**src/rtl/lenc_pkg.sv**
```systemverilog
package lenc_pkg;

  localparam int unsigned HDB_RUN = 4;
  localparam int unsigned B8_RUN  = 8;
  localparam int unsigned POS_W   = $clog2(B8_RUN);

  typedef enum logic [1:0] {
    SYM_SPACE = 2'd0,
    SYM_MARK  = 2'd1,
    SYM_BAL   = 2'd2,
    SYM_VIOL  = 2'd3
  } sym_kind_e;

  // Symbol kind at a given position of a substitution pattern.
  function automatic sym_kind_e subst_kind(input logic t1, input logic even,
                                           input logic [POS_W-1:0] pos);
    sym_kind_e k;
    k = SYM_SPACE;
    if (t1) begin
      case (pos)
        3'd3, 3'd6: k = SYM_VIOL;
        3'd4, 3'd7: k = SYM_BAL;
        default:    k = SYM_SPACE;
      endcase
    end else begin
      if (pos == 3'd0 && even) k = SYM_BAL;
      else if (pos == 3'd3)    k = SYM_VIOL;
      else                     k = SYM_SPACE;
    end
    return k;
  endfunction

  // Polarity (1 = positive) of a pulse given the previous pulse polarity.
  function automatic logic pulse_pol(input sym_kind_e k, input logic last_pos);
    return (k == SYM_VIOL) ? last_pos : ~last_pos;
  endfunction

  // Mark parity since last violation after emitting symbol k.
  function automatic logic next_odd(input sym_kind_e k, input logic odd);
    logic r;
    case (k)
      SYM_VIOL:          r = 1'b0;
      SYM_MARK, SYM_BAL: r = ~odd;
      default:           r = odd;
    endcase
    return r;
  endfunction

endpackage

```
**src/rtl/lenc_delay.sv**
```systemverilog
module lenc_delay #(
  parameter int unsigned DEPTH = lenc_pkg::B8_RUN,
  localparam int unsigned IW   = $clog2(DEPTH)
) (
  input  logic          clk,
  input  logic          rst_n,
  input  logic          clear,
  input  logic          shift,
  input  logic          din,
  input  logic [IW-1:0] tap_idx,
  output logic          tap_bit,
  output logic          tap_vld,
  output logic          win_zero
);

  logic [DEPTH-1:0] dat_q;
  logic [DEPTH-1:0] vld_q;

  always_ff @(posedge clk) begin
    if (!rst_n || clear) begin
      dat_q <= '0;
      vld_q <= '0;
    end else if (shift) begin
      dat_q <= {dat_q[DEPTH-2:0], din};
      vld_q <= {vld_q[DEPTH-2:0], 1'b1};
    end
  end

  assign tap_bit = dat_q[tap_idx];
  assign tap_vld = vld_q[tap_idx];

  // All stages from the newest up to the tap hold valid zeros.
  always_comb begin
    win_zero = 1'b1;
    for (int i = 0; i < DEPTH; i++) begin
      if (i <= int'(tap_idx)) begin
        if (dat_q[i] || !vld_q[i]) win_zero = 1'b0;
      end
    end
  end

endmodule

```
**src/rtl/lenc_subst.sv**
```systemverilog
module lenc_subst
  import lenc_pkg::*;
(
  input  logic      clk,
  input  logic      rst_n,
  input  logic      clear,
  input  logic      adv,
  input  logic      use_sub,
  input  logic      t1,
  input  logic      even,
  input  logic      tap_bit,
  input  logic      tap_vld,
  input  logic      win_zero,
  output sym_kind_e kind,
  output logic      sub_start,
  output logic      sub_busy
);

  logic [POS_W-1:0] pos_q;
  logic             busy_q;
  logic [POS_W-1:0] last_pos;

  assign last_pos  = t1 ? POS_W'(B8_RUN - 1) : POS_W'(HDB_RUN - 1);
  assign sub_busy  = busy_q;
  assign sub_start = !busy_q && use_sub && tap_vld && !tap_bit && win_zero;

  always_comb begin
    if (busy_q)                  kind = subst_kind(t1, even, pos_q);
    else if (sub_start)          kind = subst_kind(t1, even, '0);
    else if (tap_vld && tap_bit) kind = SYM_MARK;
    else                         kind = SYM_SPACE;
  end

  always_ff @(posedge clk) begin
    if (!rst_n || clear) begin
      busy_q <= 1'b0;
      pos_q  <= '0;
    end else if (adv) begin
      if (busy_q) begin
        if (pos_q >= last_pos) begin
          busy_q <= 1'b0;
          pos_q  <= '0;
        end else begin
          pos_q <= pos_q + 1'b1;
        end
      end else if (sub_start) begin
        busy_q <= 1'b1;
        pos_q  <= POS_W'(1);
      end
    end
  end

endmodule

```
**src/rtl/lenc_pol.sv**
```systemverilog
module lenc_pol
  import lenc_pkg::*;
(
  input  logic      clk,
  input  logic      rst_n,
  input  logic      clear,
  input  logic      adv,
  input  logic      dual,
  input  logic      rail_p,
  input  logic      rail_n,
  input  sym_kind_e kind,
  output logic      even,
  output logic      out_p,
  output logic      out_n,
  output logic      viol_q,
  output logic      coded_q
);

  logic last_pos_q;
  logic odd_q;
  logic is_pulse;
  logic pol;

  assign is_pulse = (kind != SYM_SPACE);
  assign pol      = pulse_pol(kind, last_pos_q);
  assign even     = ~odd_q;

  always_ff @(posedge clk) begin
    if (!rst_n || clear) begin
      last_pos_q <= 1'b0;
      odd_q      <= 1'b0;
    end else if (adv) begin
      if (is_pulse) last_pos_q <= pol;
      odd_q <= next_odd(kind, odd_q);
    end
  end

  always_ff @(posedge clk) begin
    if (!rst_n) begin
      out_p   <= 1'b0;
      out_n   <= 1'b0;
      viol_q  <= 1'b0;
      coded_q <= 1'b0;
    end else if (adv) begin
      if (dual) begin
        out_p   <= rail_p;
        out_n   <= rail_n;
        viol_q  <= 1'b0;
        coded_q <= 1'b0;
      end else begin
        out_p   <= is_pulse && pol;
        out_n   <= is_pulse && !pol;
        viol_q  <= (kind == SYM_VIOL);
        coded_q <= 1'b1;
      end
    end
  end

endmodule

```
**src/rtl/line_encoder.sv**
```systemverilog
module line_encoder
  import lenc_pkg::*;
#(
  parameter int unsigned DEPTH = B8_RUN,
  localparam int unsigned IW   = $clog2(DEPTH)
) (
  input  logic clk,
  input  logic rst_n,
  input  logic bit_stb,
  input  logic tx_bit,
  input  logic rail_p_in,
  input  logic rail_n_in,
  input  logic dual_rail,
  input  logic code_ami,
  input  logic sel_t1,
  output logic line_p,
  output logic line_n
);

  // Named internal events (observed by the bound checker).
  logic          hdb_mode;
  logic          enc_adv;
  logic [IW-1:0] tap_idx;
  logic          tap_bit;
  logic          tap_vld;
  logic          win_zero;
  logic          even;
  logic          sub_start;
  logic          sub_busy;
  logic          viol_q;
  logic          coded_q;
  sym_kind_e     kind;

  assign hdb_mode = !sel_t1 && !code_ami;
  assign enc_adv  = bit_stb && !dual_rail;
  assign tap_idx  = hdb_mode ? IW'(HDB_RUN - 1) : IW'(DEPTH - 1);

  lenc_delay #(.DEPTH(DEPTH)) i_delay (
    .clk      (clk),
    .rst_n    (rst_n),
    .clear    (dual_rail),
    .shift    (enc_adv),
    .din      (tx_bit),
    .tap_idx  (tap_idx),
    .tap_bit  (tap_bit),
    .tap_vld  (tap_vld),
    .win_zero (win_zero)
  );

  lenc_subst i_subst (
    .clk       (clk),
    .rst_n     (rst_n),
    .clear     (dual_rail),
    .adv       (enc_adv),
    .use_sub   (!code_ami),
    .t1        (sel_t1),
    .even      (even),
    .tap_bit   (tap_bit),
    .tap_vld   (tap_vld),
    .win_zero  (win_zero),
    .kind      (kind),
    .sub_start (sub_start),
    .sub_busy  (sub_busy)
  );

  lenc_pol i_pol (
    .clk     (clk),
    .rst_n   (rst_n),
    .clear   (dual_rail),
    .adv     (bit_stb),
    .dual    (dual_rail),
    .rail_p  (rail_p_in),
    .rail_n  (rail_n_in),
    .kind    (kind),
    .even    (even),
    .out_p   (line_p),
    .out_n   (line_n),
    .viol_q  (viol_q),
    .coded_q (coded_q)
  );

endmodule

```
**config.mk**
```make
export PLATFORM = sky130hd
export DESIGN_NAME = line_encoder
export DESIGN_NICKNAME = d
export VERILOG_FILES = /design/src/rtl/lenc_pkg.sv /design/src/rtl/lenc_delay.sv /design/src/rtl/lenc_subst.sv /design/src/rtl/lenc_pol.sv /design/src/rtl/line_encoder.sv
export SDC_FILE = /design/constraint.sdc
export NUM_CORES = 1
export LEC_CHECK = 0
export BUFFER_PORTS_ARGS = -buffer_cell sky130_fd_sc_hd__buf_2
export CAP_MARGIN = 30
export CORE_MARGIN = 10
export CORE_UTILIZATION = 52
export DETAILED_ROUTE_END_ITERATION = 7
export MAX_ROUTING_LAYER = met4
export PLACE_DENSITY = 0.83
export RECOVER_POWER = 100
export SETUP_SLACK_MARGIN = 0.05
export SKIP_CTS_REPAIR_TIMING = 1
export SYNTH_ARGS = -nofsm -noshare
export SYNTH_HDL_FRONTEND = slang
export SYNTH_SLANG_ARGS = --single-unit
```
**constraint.sdc**
```tcl
create_clock -name clk -period 2.1 [get_ports clk]
set_input_delay 0.105 -clock clk [delete_from_list [all_inputs] [get_ports clk]]
set_output_delay 0.105 -clock clk [all_outputs]
set_load 0.01 [all_outputs]
```
-- Yosys cells after proc, flatten, opt, wreduce, memory -nomap -nowiden
Cells that the tools add are included.
- $add $sub $neg: 1
- magnitude comparators: 9
- equality and inequality tests: 7
- muxes and demuxes: 40
- bitwise operators: 2
- reduce and logical (&&, ||, !) cells: 44
- operator list (operator ; number):
    $mux 1 ; 24
    $logic_not 1->1 ; 15
    $mux 3 ; 5
    $mux 2 ; 7
    $le 3x3->1 const A ; 4
    $logic_and 1x1->1 ; 10
    $eq 3x3->1 const B ; 3
    $logic_or 1x1->1 ; 9
    $bmux 1 s3 ; 2
    $le 2x3->1 const A ; 2
    $reduce_and 2->1 ; 3
    $reduce_bool 2->1 ; 3
    $reduce_or 2->1 ; 3
    $eq 2x2->1 const B ; 2
    $lt 3x4->1 const B ; 1
    $pmux 2 s2 ; 1
    $add 3x1->3 const B ; 1
    $eq 3x2->1 const B ; 1
    $ge 3x3->1 ; 1
    $le 1x3->1 const A ; 1
    $logic_not 3->1 ; 1
    $eq 2x1->1 const B ; 1
    $not 1->1 ; 2
    $pmux 1 s2 ; 1
- bits in registers: 24
- input bits: 9
- output and inout port bits: 2

-- Depth between registers and ports, before layout
- depth in word-level cells: 25
- depth in mapped cells: 11
- gate-level depth less buffers: 11

-- Hierarchy
A second synthesis with hierarchy kept.
- cells, all modules: 162
- area total of the unflattened synthesis: 1517.7 µm²
- modules (own cells, without submodules) (module ; instances ; cells each ; area an instance (µm²) ; sequential area each (µm²)):
    lenc_delay ; 1 ; 79 ; 809.5 ; 320.3
    lenc_subst ; 1 ; 43 ; 390.4 ; 80.1
    lenc_pol ; 1 ; 36 ; 297.8 ; 120.1
    line_encoder ; 1 ; 4 ; 20.0 ; 0.0

-- Least setup slack after synthesis
OpenSTA, ideal clock, no wires.
- path kind: reg2reg
- start: register i_subst.pos_q[0]
- end: register i_pol.last_pos_q
- arrival: 1.973 ns
- data required time: 1.972 ns
- path slack: 0.000 ns
- stages on the path, launching flop included: 10
- path buffers: 0
- period minus slack after synthesis: 2.100 ns
- cell sequence: dfxtp_1 ha_1 ha_1 o22ai_1 a21oi_1 mux2_2 ha_1 or3_1 xor2_1 nor2_1
- longest elaborated chain between the ends: 7
- elaborated cells on any way between the ends: 17
- classes of those cells: eq/ne (5); mux (6); reduce/logical (6)
- RTL lines (what ; line ; RTL):
    start, declared ; lenc_subst.sv:19 ; logic [POS_W-1:0] pos_q;
    start signal, assigned ; lenc_subst.sv:44 ; pos_q <= pos_q + 1'b1;
    $eq 3x3->1 (tied with other cells) ; lenc_pkg.sv:20 ; case (pos)
    $reduce_or 2->1 (tied with other cells) ; lenc_pkg.sv:20 ;
    $pmux 2 s2 or $mux 2 (tied branches) ; lenc_pkg.sv:20, lenc_pkg.sv:26 ;
    $mux 2 * ; lenc_pkg.sv:19 ; if (t1) begin
    $mux 2 * ; lenc_subst.sv:28 ; if (busy_q) kind = subst_kind(t1, even, pos_q);
    $eq 2x2->1 or $reduce_bool 2->1 (tied branches) ; lenc_pkg.sv:35, lenc_pol.sv:24 ;
    $mux 1 or $reduce_and 2->1 (tied branches) ; - ;
    end signal, assigned ; lenc_pol.sv:33 ; if (is_pulse) last_pos_q <= pol;
    end, declared ; lenc_pol.sv:19 ; logic last_pos_q;
Mark *: on every way between the ends. The rest lies on a longest branch, timed or not.
A chain may end at the register's enable or synchronous reset.

-- Worst setup path after layout
- start: register i_subst.pos_q[0]
- end: register i_pol.out_n
- longest elaborated chain between the ends: 10
- elaborated cells on any way between the ends: 19
- classes of those cells: eq/ne (5); mux (7); reduce/logical (7)
- RTL lines (what ; line ; RTL):
    $eq 3x3->1 (tied with other cells) ; lenc_pkg.sv:20 ;
    $reduce_or 2->1 (tied with other cells) ; lenc_pkg.sv:20 ;
    $pmux 2 s2 or $mux 2 (tied branches) ; lenc_pkg.sv:20, lenc_pkg.sv:26 ;
    $mux 2 * ; lenc_pkg.sv:19 ;
    $mux 2 * ; lenc_subst.sv:28 ;
    $eq 2x2->1 ; lenc_pkg.sv:35 ; return (k == SYM_VIOL) ? last_pos : ~last_pos;
    $mux 1 ; lenc_pkg.sv:35 ;
    $logic_not 1->1 ; lenc_pol.sv:52 ; out_n <= is_pulse && !pol;
    $logic_and 1x1->1 * ; lenc_pol.sv:52 ;
    $mux 1 * ; lenc_pol.sv:45 ; if (dual) begin
    end signal, assigned ; lenc_pol.sv:47 ; out_n <= rail_n;
    end signal, assigned ; lenc_pol.sv:52 ;
    end, declared ; lenc_pol.sv:14 ; output logic out_n,
Marks and branches as above.

==> results.md <==
- The run finished with clean final reports.
- Power spread over the standard cell area amounts to 570 nW/µm².
- For this run, design rule violations remaining after detail routing come to 0.
- The average cell area after synthesis is 9.32 µm².
- Static timing analysis puts the maximum clock frequency at 477 MHz.
- The effective utilization at floorplan is roughly 56%.
- Counting every sink on the clock net gives 24.
- The finished layout holds approximately 180 standard cells, fillers aside.
- The CTS buffer count is 3.
- For this run the aggregate overflow at the end of global routing stands at 0.
- The first-pass iteration count of the detailed router is 4.
- The number of instances in the placed design is 172.
- The weighted congestion at the end of routability-driven global placement is 0.902.
- The switching share of total power is 21.7%.
- The endpoint of the worst hold-timing path is i_delay.dat_q[0].
- The final count of pins violating max slew is 0.
- Internal power comes to 0.000676 W.
- The part of the cycle the worst path needs is between 90% and 100%.
- The post-route netlist has 26.2% of its cells at a drive strength greater than 1.
- The worst-case register-to-register setup slack is roughly 3.4 ps.
- The worst endpoint required time is roughly 2400 ps.
- The library cell with the largest summed area after synthesis is dfxtp_1.
- Summing every instance area after synthesis gives around 1300 µm².
- The die is about 69 µm tall.
- The part of the total power dissipated in the clock network is 39.4%.
- The TritonCTS clock tree is built.
- The most common library cell in the layout ignoring fill and taps is nor2_1.
- The first-iteration detailed-routing DRC count is 123.
- After synthesis, the cell types taking the most area are dfxtp_1, mux2i_1, ha_1.
- The number of antenna violations at the first check in global routing is 0.
- The largest net degree at the start of global routing is 18.
- The pre-CTS setup slack is -43.5 ps.
- The number of different library cells in the post-synthesis netlist is 34.
- The instance count of the mapped netlist is 135.
- The clock-pin slew reported for the worst setup and hold paths after clock tree synthesis is 140 ps.
- CTS placed an instance of clkbuf_4 at the clock tree root.
- The detailed-route vias per instance is 5.94.
- The die covers 4790 µm².
- In this run the most critical hold path is launched from tx_bit.
- The first-pass GRT wire length is 4240 µm.
- The peak supply drop is 367 µV.
- Setup repair after global routing could not meet its margin everywhere.
- The worst hold slack is 20.4 ps.
- STA classifies the critical path startpoint as a register.
- In this run the power spent charging and discharging nets is 0.000187 W.
- Counting I/O delays and the setup requirement, the final critical path takes 2100 ps.
- After floorplanning, the core was divided into 17 placement rows.
- The synthesis-to-finish area growth is 20.4%.
- The wire length reported by the detailed router is 2770 µm.
- The H-tree level count is 1.
- The count of final hold-check violations is 0.
- After synthesis the netlist holds a flip-flop and latch count of 24.
- Among all flip-flop cells after synthesis, the most frequent one is dfxtp_1.
- The fraction of registers with async set/reset is 0%.
- Once layout is complete, the utilization of the core stands at 67.2%.
- The synthesized net count is 152.
- The fill cell instance count of the final layout is 169.
- The total negative slack for setup checks is 0 ps.
- The number of nets with antenna violations after routing is 0.
- Across the run, the number of max-cap violations was 0.
- The area share of the largest cell type after synthesis is 38.2%.
- After legalization and detailed placement, the total HPWL measured 1870 µm.
- The sequential group share of total power is between 50% and 60%.
- The endpoint of the lowest-slack register-to-register path is i_pol.out_n.
- The detail-routed net length per standard cell is 15.7 µm.
- The number of enable flip-flop cells after synthesis is 0.
- The number of global-route vias before repair came to 997.
- The count of warnings emitted by yosys is 0.
- The final net count is 167.
- STA puts the critical path data arrival time at 2370 ps.
- In this run the critical register-to-register path is launched from i_subst.pos_q[0].
- The static leakage is 0.621 nW.
- The worst slew slack as a fraction of its limit is 79.3%.
- The final worst clock skew is 9.61 ps.
- The routed layout has 1,051 vias.
- The insertion delay of the later-clocked pin in the worst-skew pair is about 320 ps.
- The number of antenna diodes in the final layout is 0.
- The number of top-level pins is 11.
- The x dimension of the die is 69.2 µm.
- The count of input and output buffers is 10.
- At the pin with the least slew margin, the transition time is approximately 310 ps.
- For the worst flop-to-flop path, the logic depth is 10.
- The clock passes through at most 2 buffers.
- The standard cell core area is between 2000 and 2500 µm².
- Sequential elements use 38.2% of the synthesized area.
- The cell count of the worst hold path is 3.
- Global routing used around a tenth of the available tracks across all layers.
- The maximum fanout count along the critical path is 5.
- STA classifies the critical path endpoint as a register.
- The class of the most critical setup path is register to register.
- The path category of the worst min-delay check is input port to register.
- In the layout the commonest cells are nor2_1, dfxtp_1, mux2i_1, buf_2, inv_1.
- The count of final setup violators is 0.
- The least setup slack across all paths after layout is 3.39 ps.
- The combinational fraction of design power is under 10%.
-- stage by stage --
step / power, W / cell area (µm²)
floorplan: 0.000513 / 1260
global placement: 0.000530 / 1360
detailed placement: 0.000531 / 1360
CTS: 0.000862 / 1410
global route: 0.000892 / 1520
finish: 0.000864 / 1520
-- cells in the mapped netlist (3+ instances only) --
master,count
ha_1,8
mux2i_1,17
nor2b_1,3
a21oi_1,6
dfxtp_1,24
nand2_1,5
buf_2,4
inv_1,8
nor2_1,26
nand4_1,3
-- critical path, cell delays in order, from the launching register on --
cell	delay, ps
dfxtp_4	400
ha_4	180
ha_4	160
o22ai_2	170
a21oi_2	50
mux2_4	290
ha_4	170
xnor2_2	140
o311ai_2	270
o21ai_1	100
nor2_1	110
-- how the worst max path moves through the flow --
stage,from,endpoint,slack [ps]
final,i_subst.pos_q[0],i_pol.out_n,3
after global routing,i_subst.sub_busy,i_pol.odd_q,-80
after CTS,i_subst.pos_q[1],i_pol.out_n,-80
after detailed placement,i_subst.pos_q[1],i_pol.out_n,-40
after global placement,i_subst.pos_q[0],i_pol.last_pos_q,40
after floorplan,i_subst.pos_q[1],i_pol.last_pos_q,50
-- power groups by stage --
stage	logic, W	clock network (W)	registers, W
after global routing	0.0000681	0.000363	0.000461
after global placement	0.0000572	0	0.000472
after floorplan	0.0000394	0	0.000473
after detailed placement	0.0000583	0	0.000472
final	0.0000634	0.000340	0.000460
after CTS	0.0000590	0.000341	0.000462
-- metal layers --
layer	up-vias	wire length, µm	global-route usage, %
met5	-	0	-
met4	0	92	5.76
met3	13	134	3.14
met2	36	1260	15.3
met1	494	1280	12.2
li1	508	-	-
-- layout make-up --
class	instances	area, µm²	area share, %
multi-input cells	97	808	53.3
inverters	8	32.5	2.15
clock buffers	3	22.5	1.49
well taps	28	35.0	2.31
flip-flops and latches	24	488	32.2
clock inverters	1	30.0	1.98
repair buffers	16	98.8	6.52
-- sequential cells by signal, summed over array words and instances, names as in the netlist --
signal,cells
i_pol.out_n,1
i_pol.odd_q,1
i_pol.out_p,1
i_delay.vld_q,8
i_subst.sub_busy,1
i_subst.pos_q,3
i_pol.last_pos_q,1
i_delay.dat_q,8
-- cell families after synthesis --
logic type               after synthesis  share of synthesized area, %
buffers and inverters                 14                          4.57
multiplexers                          18                          14.4
AND/OR/NAND/NOR                       47                          20.7
AO/OA/AOI/OAI                         22                          12.8
adder cells (fa/ha/maj)                8                          7.95
XOR/XNOR                               2                          1.39
flip-flops                            24                          38.2
Power figures use the tool's default switching activity.
